$ cat src/rtl/sadd_pkg.sv
// Shared types for the bit-serial adder.
// Assumes: one operand bit per lane per cycle.
package sadd_pkg;

    // Result of one full-adder evaluation.
    typedef struct packed {
        logic sum;
        logic carry;
    } fa_result_t;

    // Output-stage register contents.
    typedef struct packed {
        logic sum;
        logic first;
        logic valid;
    } out_regs_t;

endpackage

$ cat src/rtl/sadd_full_adder.sv
// One-bit full adder.
// Produces sum = a ^ b ^ c and carry = majority(a, b, c).
// Assumes: purely combinational; the caller supplies the carry-in in force.
module sadd_full_adder
    import sadd_pkg::*;
(
    input  logic       a_i,
    input  logic       b_i,
    input  logic       c_i,
    output fa_result_t res_o
);

    logic half_x;

    // Evaluate the sum and majority carry.
    always_comb begin
        half_x      = a_i ^ b_i;
        res_o.sum   = half_x ^ c_i;
        res_o.carry = (a_i & b_i) | (half_x & c_i);
    end

endmodule

$ cat src/rtl/sadd_carry_store.sv
// Carry flip-flop with in-band clear.
// When first_i is set, the carry offered to the adder is forced to 0 and the
// stored value is ignored. The new carry is captured every cycle.
// Assumes: synchronous active-low reset.
module sadd_carry_store (
    input  logic clk,
    input  logic rst_n,
    input  logic first_i,
    input  logic carry_next_i,
    output logic carry_in_o
);

    logic carry_q;

    // Pick the carry-in in force for this bit.
    always_comb carry_in_o = first_i ? 1'b0 : carry_q;

    // Hold the carry between bit positions.
    always_ff @(posedge clk) begin
        if (!rst_n) carry_q <= 1'b0;
        else        carry_q <= carry_next_i;
    end

endmodule

$ cat src/rtl/sadd_out_stage.sv
// Output registers: sum bit, delayed word strobe and a sticky valid flag.
// Assumes: synchronous active-low reset; valid rises once a strobe is seen.
module sadd_out_stage
    import sadd_pkg::*;
(
    input  logic      clk,
    input  logic      rst_n,
    input  logic      sum_i,
    input  logic      first_i,
    output out_regs_t regs_o
);

    out_regs_t regs_q;

    // Capture the outputs for this bit.
    always_ff @(posedge clk) begin
        if (!rst_n) begin
            regs_q <= '0;
        end else begin
            regs_q.sum   <= sum_i;
            regs_q.first <= first_i;
            regs_q.valid <= regs_q.valid | first_i;
        end
    end

    // Present the registered values.
    always_comb regs_o = regs_q;

endmodule

$ cat src/rtl/serial_adder_top.sv
// Bit-serial adder, LSB first, one bit per clock.
// first_in marks bit 0 of each word and clears the carry in-band.
// Assumes: words arrive back to back or with gaps, with no length limit;
// outputs lag the inputs by one cycle.
module serial_adder_top
    import sadd_pkg::*;
(
    input  logic clk,
    input  logic rst_n,
    input  logic a_bit,
    input  logic b_bit,
    input  logic first_in,
    output logic sum_out,
    output logic sum_first,
    output logic sum_valid
);

    logic       carry_in;
    fa_result_t fa_res;
    out_regs_t  out_regs;

    sadd_carry_store u_carry (
        .clk          (clk),
        .rst_n        (rst_n),
        .first_i      (first_in),
        .carry_next_i (fa_res.carry),
        .carry_in_o   (carry_in)
    );

    sadd_full_adder u_fa (
        .a_i   (a_bit),
        .b_i   (b_bit),
        .c_i   (carry_in),
        .res_o (fa_res)
    );

    sadd_out_stage u_out (
        .clk     (clk),
        .rst_n   (rst_n),
        .sum_i   (fa_res.sum),
        .first_i (first_in),
        .regs_o  (out_regs)
    );

    // Drive the ports from the output registers.
    always_comb begin
        sum_out   = out_regs.sum;
        sum_first = out_regs.first;
        sum_valid = out_regs.valid;
    end

endmodule

$ cat config.mk
export PLATFORM = sky130hd
export DESIGN_NAME = serial_adder_top
export DESIGN_NICKNAME = d
export VERILOG_FILES = /design/src/rtl/sadd_pkg.sv /design/src/rtl/sadd_full_adder.sv /design/src/rtl/sadd_carry_store.sv /design/src/rtl/sadd_out_stage.sv /design/src/rtl/serial_adder_top.sv
export SDC_FILE = /design/constraint.sdc
export NUM_CORES = 1
export LEC_CHECK = 0
export ABC_AREA = 0
export BUFFER_PORTS_ARGS = -buffer_cell sky130_fd_sc_hd__buf_2
export CAP_MARGIN = 30
export CORE_AREA = 2 2 39 41
export DETAILED_ROUTE_END_ITERATION = 6
export DIE_AREA = 0 0 41 43
export GPL_ROUTABILITY_DRIVEN = 0
export PLACE_DENSITY = 0.33
export SYNTH_ARGS = -nofsm -noshare
export SYNTH_HDL_FRONTEND = slang
export SYNTH_SLANG_ARGS = --single-unit
$ cat constraint.sdc
create_clock -name clk -period 1 [get_ports clk]
set_input_delay 0.15 -clock clk [delete_from_list [all_inputs] [get_ports clk]]
set_output_delay 0.15 -clock clk [all_outputs]
set_load 0.005 [all_outputs]
==> results of run 1 <==
-- routing by layer --
metal | vias to the layer above | share of wire [%] | GRT usage [%]
met5 | - | 0 | 0
met4 | 0 | 4.2 | 6.00
met3 | 4 | 26 | 7.85
met2 | 11 | 29 | 4.38
met1 | 51 | 41 | 4.89
li1 | 57 | - | -
-- how the worst min path moves through the flow --
stage / start / end / slack (ns)
final: rst_n / u_out.regs_o[0]$_SDFF_PN0_ / 0.15
after global routing: rst_n / u_out.regs_o[0]$_SDFF_PN0_ / 0.18
after CTS: rst_n / u_out.regs_o[0]$_SDFF_PN0_ / 0.15
after detailed placement: rst_n / u_out.regs_o[0]$_SDFF_PN0_ / 0.40
after global placement: rst_n / u_out.regs_o[0]$_SDFF_PN0_ / 0.39
after floorplan: first_in / u_out.regs_o[0]$_SDFF_PN0_ / 0.26
-- cells by family after synthesis --
group | Yosys count
fa+ha+maj | 1
flops | 4
compound gates | 1
buf+inv | 2
simple gates | 4
-- power groups by stage --
| stage | Combinational [mW] | Clock [mW] | Sequential (mW) |
|---|---|---|---|
| global placement | 0.0392 | 0 | 0.176 |
| floorplan | 0.0164 | 0 | 0.178 |
| detailed placement | 0.0409 | 0 | 0.177 |
| CTS | 0.0411 | 0.216 | 0.175 |
| finish | 0.0404 | 0.207 | 0.175 |
| global route | 0.0454 | 0.229 | 0.176 |
-- cell type report --
cell class,count,area [sq um],area share (%)
clock buffers,3,22.5,9.68
repair buffers,8,42.5,18.3
well taps,16,20.0,8.60
flip-flops and latches,4,81.3,34.9
multi-input cells,6,58.8,25.3
inverters,2,7.51,3.23
-- synth_stat cells --
cell	instances	area share, %
and2_2	1	5.1
and2b_2	2	12
dfxtp_1	4	55
fa_1	1	14
inv_1	2	5.1
nand2b_1	1	4.3
o21a_1	1	5.1
-- metrics by stage --
step | std cells | area, sq um | power [mW]
finish | 39 | 233 | 0.423
global route | 39 | 233 | 0.451
CTS | 39 | 231 | 0.432
detailed placement | 36 | 209 | 0.218
global placement | 36 | 209 | 0.216
floorplan | 12 | 146 | 0.195
-- worst max-delay path: stages, from the launching register on --
cell      delay [ns]
dfxtp_2         0.30
nand2b_1        0.06
fa_1            0.47
and2b_2         0.20
-- timing repair --
item,in CTS,in global routing
setup endpoints to repair,1,1
hold buffers,0,0
resized for setup,0,1
-- flip-flops by register name (all words and copies together), names as in the netlist --
register	flops
u_carry.carry_q	1
u_out.regs_o	3
==> impl_metrics.ini, run 1 <==
[outcome]
outcome = complete, but fails checks
violations = negative setup slack

[synth]
synth_nets = 18
synth-xor-area-share_pct = 0
syn_area_sq_um = 146
ys_ff_latch = 4
synth_mux_area_share_pct = 0
synthAdderAreaFrac_pct = 13.7
yosys.area_share.simple_pct = 21.4
yosys_warnings = 0
synth-compound-area-share_pct = 5.13
syn_inst = 12
syn_avg_cell_area_sq_um = 12.2
synth_cell_types = 7
synth_top_family_by_area = simple AND/OR/NAND/NOR gates
yosysSeqAreaShare_pct = 54.7

[worst_setup_path]
worstSetupStartpointType = register
crit_end = u_out.regs_o[2]$_SDFF_PN0_
worstSetupStartpoint = u_carry.carry_q$_SDFF_PN0_
rrSetupSlack_ns = -0.14
critPathCaptureType = register
crit_type = reg -> reg
cp.arrival_ns = 1.28
reg2regPathDepth = 3
timing.rr.end = u_out.regs_o[2]$_SDFF_PN0_
path_max_fanout = 1
required_ns = 1.13
r2r-start = u_carry.carry_q$_SDFF_PN0_

[detailed_routing]
viasPerCell = 3.15
vias = 123
drt-initial-drc-count = 1
route.detailed.drc = 0
first_pass_iters = 2
routed_wirelength_microns = 284
wl_per_cell_microns = 7.28
ant_nets = 0

[timing]
tns_ns = -0.142
setup_slack_ns = -0.142
slew_headroom_pct = 95.3
rsz0062_at_grt = yes
finalCritPeriodShare_pct = 114
worst_pin_slew_ns = 0.0701
skew_ns = 0.0000305
fin_crit_ns = 1.14
whs_ns = 0.151
finalHoldViolations = 0
setup_violations = 1
fmax_mhz = 875
drv_slew = 0

[power_and_ir_drop]
p_seq_share_pct = 41.4
power.internal_mw = 0.331
p_per_area_nw_per_um2 = 1820
p_comb_share_pct = 9.6
switchingPower_mw = 0.0911
clkPwrFrac_pct = 49.1
swShare_pct = 21.6
peakVddDrop_mv = 0.571
leakagePower_nw = 0.116

[floorplanning]
die_w_microns = 41
start_util_pct = 10.6
die_h_microns = 43
coreArea_sq_um = 1380
rows = 14
die-area_sq_um = 1760
ios = 8

[flow_run]
cap_viol_max_count = 0

[global_route]
antenna_found_initial = 0
grt_max_degree = 5
grt_first_pass_wirelength_microns = 483
grt_usage_pct = 5.34
grt-ovfl-total = 0
grt_pass1_vias = 117

[cts]
cts_buffer_depth = 2
clk-insertion-delay-late_ns = 0.24
clk_pin_slew_worst_paths_ns = 0.04
root_buffer = clkbuf_4
cts.sinks = 4
cts_tree = done
cts_buffers = 3
cts.htree.levels = 1
post_cts_buffers = 0

[final_layout]
nNetsFinal = 31
utilization_pct = 16.8
layout_common_cells = 7 x buf_2, 3 x clkbuf_4, 3 x dfxtp_1
layout-drive-gt1-share_pct = 65.2
nFillCells = 157
synthToLayoutAreaGrowth_pct = 59.0
n_antenna_cell = 0
final_common_cell = buf_2

[placed_design]
post-place-ws_ns = -0.195
portBuffers = 7

[hold_path]
min_path_cells = 2
min_path_type = in -> reg
Power figures use the tool's default switching activity.
==> run 2: changes to the inputs <==
Settings changed: ABC_AREA 0 to 1, CELL_PAD_IN_SITES_DETAIL_PLACEMENT set to 1, CELL_PAD_IN_SITES_GLOBAL_PLACEMENT set to 1, PLACE_DENSITY 0.33 to 0.4.
==> run 2 against run 1 <==
The run now ends clean. Cell area shrank 5.9%. Non-clock buffer count down 1. Sequential share of layout area increased by 1.6 points. Highest routed layer is now met3. Critical endpoint unchanged.
==> impl_metrics.ini, run 2 <==
[synth]
ys.flop_type = dfxtp_1
ys_ff_latch = 4
syn_avg_cell_area_sq_um = 8.84
synth_cell_types = 5
synth.most_common_cell = inv_1
synth_nets = 22
synth_top_area_cell = dfxtp_1
yosysSeqAreaShare_pct = 56.6
syn_area_sq_um = 141
syn_inst = 16
ys_top_cells_by_count = 5 x inv_1, 4 x dfxtp_1, 4 x nand2_1
synth_top_area_share_pct = 56.6
synth-async-reset-ratio_pct = 0
yosys_warnings = 0
ys_top_cells_by_area = dfxtp_1 57%, fa_1 14%, inv_1 13%, nand2_1 11%, nor2_1 5.3%
synth-edff-count = 0

[final_layout]
nFillCells = 175
ff_latch_area_sq_um = 80.1
layout_common_cells = 7 x buf_2, 5 x inv_1, 4 x nand2_1, 4 x dfxtp_1, 3 x clkbuf_4
final_common_cell = buf_2
largest_reg_flops = 3
utilization_pct = 15.8
nNetsFinal = 34
multi_input_area_sq_um = 42.5
layout-drive-gt1-share_pct = 38.5
n_antenna_cell = 0
design_area_sq_um = 219
synthToLayoutAreaGrowth_pct = 54.9

[global_route]
grt_usage_pct = 4.62
grt_max_degree = 4
grt_first_pass_wirelength_microns = 483
antenna_found_initial = 0
grt_pass1_vias = 162
grt-ovfl-total = 0

[power_and_ir_drop]
total_power_mw = 0.401
swShare_pct = 19.1
p_per_area_nw_per_um2 = 1830
p_comb_share_pct = 9.1
p_seq_share_pct = 43.9
power.internal_mw = 0.324
leakagePower_nw = 0.125
peakVddDrop_mv = 0.315
switchingPower_mw = 0.0765
clkPwrFrac_pct = 47.0

[timing]
skew_ns = 0.00000507
finalCritPeriodShare_pct = 98.0
drv_slew = 0
worst_pin_slew_ns = 0.0709
tns_ns = 0
fin_crit_ns = 0.980
fmax_mhz = 1020
rsz0062_at_grt = yes
slew_headroom_pct = 95.3
setup_violations = 0
whs_ns = 0.153
finalHoldViolations = 0

[flow_run]
cap_viol_max_count = 0

[detailed_routing]
dr.max_layer_used = met3
route.detailed.drc = 0
ant_nets = 0
routed_wirelength_microns = 262
drt-met1-wl_microns = 67
route.met3.wl_microns = 14
wl_per_cell_microns = 6.24
viasPerCell = 3.00
first_pass_iters = 1
drt-initial-drc-count = 0
vias = 126
wl_met2_microns = 179

[cts]
clk_pin_slew_worst_paths_ns = 0.04
cts_buffers = 3
cts_tree = done
post_cts_buffers = 0
cts.sinks = 4
cts_buffer_depth = 2
cts_resized = 0
cts.htree.levels = 1
root_buffer = clkbuf_4
clk-insertion-delay-late_ns = 0.23
holdBufCountCts = 0

[hold_path]
min_path_type = in -> reg
min-delay-start = first_in
whs_endpoint = u_out.regs_o[1]$_SDFF_PN0_
min_path_cells = 3

[worst_setup_path]
rrSetupSlack_ns = 0.02
timing.rr.end = u_out.regs_o[2]$_SDFF_PN0_
critPathCaptureType = register
required_ns = 1.12
reg2regPathDepth = 3
worstSetupStartpointType = register
r2r-start = u_carry.carry_q$_SDFF_PN0_
crit_type = reg -> reg
path_max_fanout = 1
cp.arrival_ns = 1.10

[outcome]
outcome = finished clean

[floorplanning]
rows = 14
ios = 8
die_w_microns = 41
start_util_pct = 10.2
die_h_microns = 43
die-area_sq_um = 1760
coreArea_sq_um = 1380

[placed_design]
portBuffers = 7
postPlaceCellArea_sq_um = 196
==> run 2: worst max-delay path by stage <==
stage	slack [ns]	startpoint	cells past startpoint	end
global route	-0.01	u_carry.carry_q$_SDFF_PN0_	3	u_out.regs_o[2]$_SDFF_PN0_
finish	0.02	u_carry.carry_q$_SDFF_PN0_	3	u_out.regs_o[2]$_SDFF_PN0_
global placement	0.01	first_in	5	u_out.regs_o[2]$_SDFF_PN0_
detailed placement	0.01	first_in	5	u_out.regs_o[2]$_SDFF_PN0_
floorplan	0.05	u_carry.carry_q$_SDFF_PN0_	3	u_out.regs_o[2]$_SDFF_PN0_
CTS	0.008	u_carry.carry_q$_SDFF_PN0_	3	u_out.regs_o[2]$_SDFF_PN0_
==> run 2: cell families (layout without fill, tap and decap cells) <==
group,Yosys count,count (layout),synth area share [%]
simple gates,6,6,15.9
buf+inv,5,15,13.3
flops,4,4,56.6
fa+ha+maj,1,1,14.2
==> run 2: worst max-delay path: stages, from the launching register on <==
cell and delay (ns):
dfxtp_1 0.30, nand2_1 0.06, fa_1 0.47, nor2_1 0.04
==> run 2: cell type report <==
type | count | area share (%)
timing repair buffer | 7 | 16.0
multi-input combinational | 7 | 19.4
sequential | 4 | 36.6
clock buffer | 3 | 10.3
inverter | 5 | 8.57
tap | 16 | 9.14
==> run 2: power groups by stage <==
stage	clock, mW	sequential, mW	combinational [mW]
2_1_floorplan	0	0.180	0.0151
3_3_place_gp	0	0.177	0.0372
3_5_place_dp	0	0.179	0.0379
4_1_cts	0.200	0.176	0.0382
5_1_grt	0.207	0.177	0.0432
6_report	0.189	0.176	0.0365
==> run 2: per-layer routing <==
layer  vias to the layer above  GRT usage, %
met4                         0          8.00
met2                         2          6.88
met5                         -             0
met3                         0          1.57
li1                         64             -
met1                        60          2.90
==> run 2: metrics by stage <==
step | setup slack (ns) | cells
final | 0.0195 | 42
after global routing | -0.0135 | 42
after CTS | 0.00781 | 42
after detailed placement | 0.00959 | 39
after global placement | 0.00991 | 39
after floorplan | 0.0455 | 16
==> run 3: changes to the inputs <==
Settings changed: SETUP_SLACK_MARGIN set to 0.1.
==> run 3 against run 2 <==
Via count grew 4.0%. First-iteration DRC count unchanged. Global-route usage increased by 1.1 points. Die area unchanged. Critical endpoint unchanged. Largest power group unchanged.
==> impl_metrics.ini, run 3 (synthesis results as in run 2) <==
[final_layout]
final_common_cell = buf_2
largest_reg_flops = 3
layout_common_cells = 7 x buf_2, 5 x inv_1, 3 x nand2_1, 3 x clkbuf_4, 3 x dfxtp_1
nNetsFinal = 34
layout-drive-gt1-share_pct = 46.2
synthToLayoutAreaGrowth_pct = 57.5
n_antenna_cell = 0
nFillCells = 169
design_area_sq_um = 223

[worst_setup_path]
path_max_fanout = 1
worstSetupStartpointType = register
cp_slowest_cell = fa_1
crit_type = reg -> reg
cp_slowest_stage_delay_ns = 0.48
timing.rr.end = u_out.regs_o[2]$_SDFF_PN0_
rrSetupSlack_ns = 0.02
r2r-start = u_carry.carry_q$_SDFF_PN0_
timing.critical_path.buf_inv = 0
reg2regPathDepth = 3
cpLargestDelayFamily = adder cells
cp.arrival_ns = 1.11
path_cells = nand2_2 > fa_1 > nor2_1
critPathCaptureType = register
required_ns = 1.13

[detailed_routing]
route.detailed.drc = 0
wl_per_cell_microns = 7.74
vias = 131
routed_wirelength_microns = 325
viasPerCell = 3.12
drt-initial-drc-count = 0
ant_nets = 0
first_pass_iters = 1

[global_route]
grt_usage_pct = 5.74
grt_pass1_vias = 165
grt-ovfl-total = 0
antenna_found_initial = 0
grt_max_degree = 4
grt_first_pass_wirelength_microns = 621

[timing]
skew_ns = 0.0000841
slew_headroom_pct = 94.2
tns_ns = 0
finalHoldViolations = 0
rsz0062_at_grt = yes
worst_pin_slew_ns = 0.0870
fin_crit_ns = 0.983
finalCritPeriodShare_pct = 98.3
fmax_mhz = 1020
drv_slew = 0
setup_violations = 0

[outcome]
outcome = finished clean

[hold_path]
min_path_type = in -> reg
whs_endpoint = u_out.regs_o[1]$_SDFF_PN0_
min-delay-start = first_in
min_path_cells = 3

[cts]
clk_pin_slew_worst_paths_ns = 0.04
cts_buffer_depth = 2
root_buffer = clkbuf_4
cts_buffers = 3
holdBufCountCts = 0
cts.sinks = 4
cts.htree.levels = 1
cts_tree = done
clk-insertion-delay-late_ns = 0.23

[floorplanning]
start_util_pct = 10.2
die_h_microns = 43
die-area_sq_um = 1760
rows = 14
ios = 8
die_w_microns = 41
coreArea_sq_um = 1380

[power_and_ir_drop]
leakagePower_nw = 0.126
peakVddDrop_mv = 0.881
p_per_area_nw_per_um2 = 1840

[flow_run]
cap_viol_max_count = 0

[placed_design]
portBuffers = 7
postPlaceCellArea_sq_um = 196
## run 3: cell type report
class | instances | area (sq um) | area share, %
timing repair buffer | 7 | 35.0 | 15.7
sequential | 4 | 81.3 | 36.5
inverter | 5 | 18.8 | 8.43
clock buffer | 3 | 22.5 | 10.1
tap | 16 | 20.0 | 8.99
multi-input combinational | 7 | 45.0 | 20.2
## run 3: how the worst max path moves through the flow
stage,from,end,cells past startpoint
floorplan,u_carry.carry_q$_SDFF_PN0_,u_out.regs_o[2]$_SDFF_PN0_,3
global placement,first_in,u_out.regs_o[2]$_SDFF_PN0_,5
detailed placement,first_in,u_out.regs_o[2]$_SDFF_PN0_,5
CTS,u_carry.carry_q$_SDFF_PN0_,u_out.regs_o[2]$_SDFF_PN0_,3
global route,u_carry.carry_q$_SDFF_PN0_,u_out.regs_o[2]$_SDFF_PN0_,3
finish,u_carry.carry_q$_SDFF_PN0_,u_out.regs_o[2]$_SDFF_PN0_,3
## run 3: repair_timing
item	in CTS	in global routing
buffers inserted	0	0
pin swaps	0	1
setup endpoints to repair	1	2
resized for setup	0	2
## run 3: worst min-delay path, cell delays in order
cell and delay (ns):
buf_2 0.09, nand2_1 0.05, inv_1 0.05
## run 3: per-stage QoR
step	hold WS, ns	power (mW)	setup slack, ns	instances	utilization, %
after floorplan	0.260	0.195	0.0498	16	-
after global placement	0.369	0.214	0.0138	39	14.2
after detailed placement	0.380	0.217	-0.00330	39	14.2
after CTS	0.140	0.425	0.00155	42	15.8
after global routing	0.165	0.445	-0.0228	42	16.1
final	0.146	0.411	0.0173	42	16.1
## run 3: power by group
part / switching [mW] / internal [mW]
clock: 0.0607 / 0.134
sequential: 0.00420 / 0.173
combinational: 0.0198 / 0.0193
## run 3: routing by layer
| metal | global-route usage (%) | vias to the layer above | part of all wire, % |
|---|---|---|---|
| met2 | 7.50 | 8 | 46 |
| li1 | - | 64 | - |
| met3 | 6.81 | 0 | 16 |
| met5 | 0 | - | 0 |
| met4 | 2.00 | 0 | 0 |
| met1 | 5.52 | 59 | 37 |
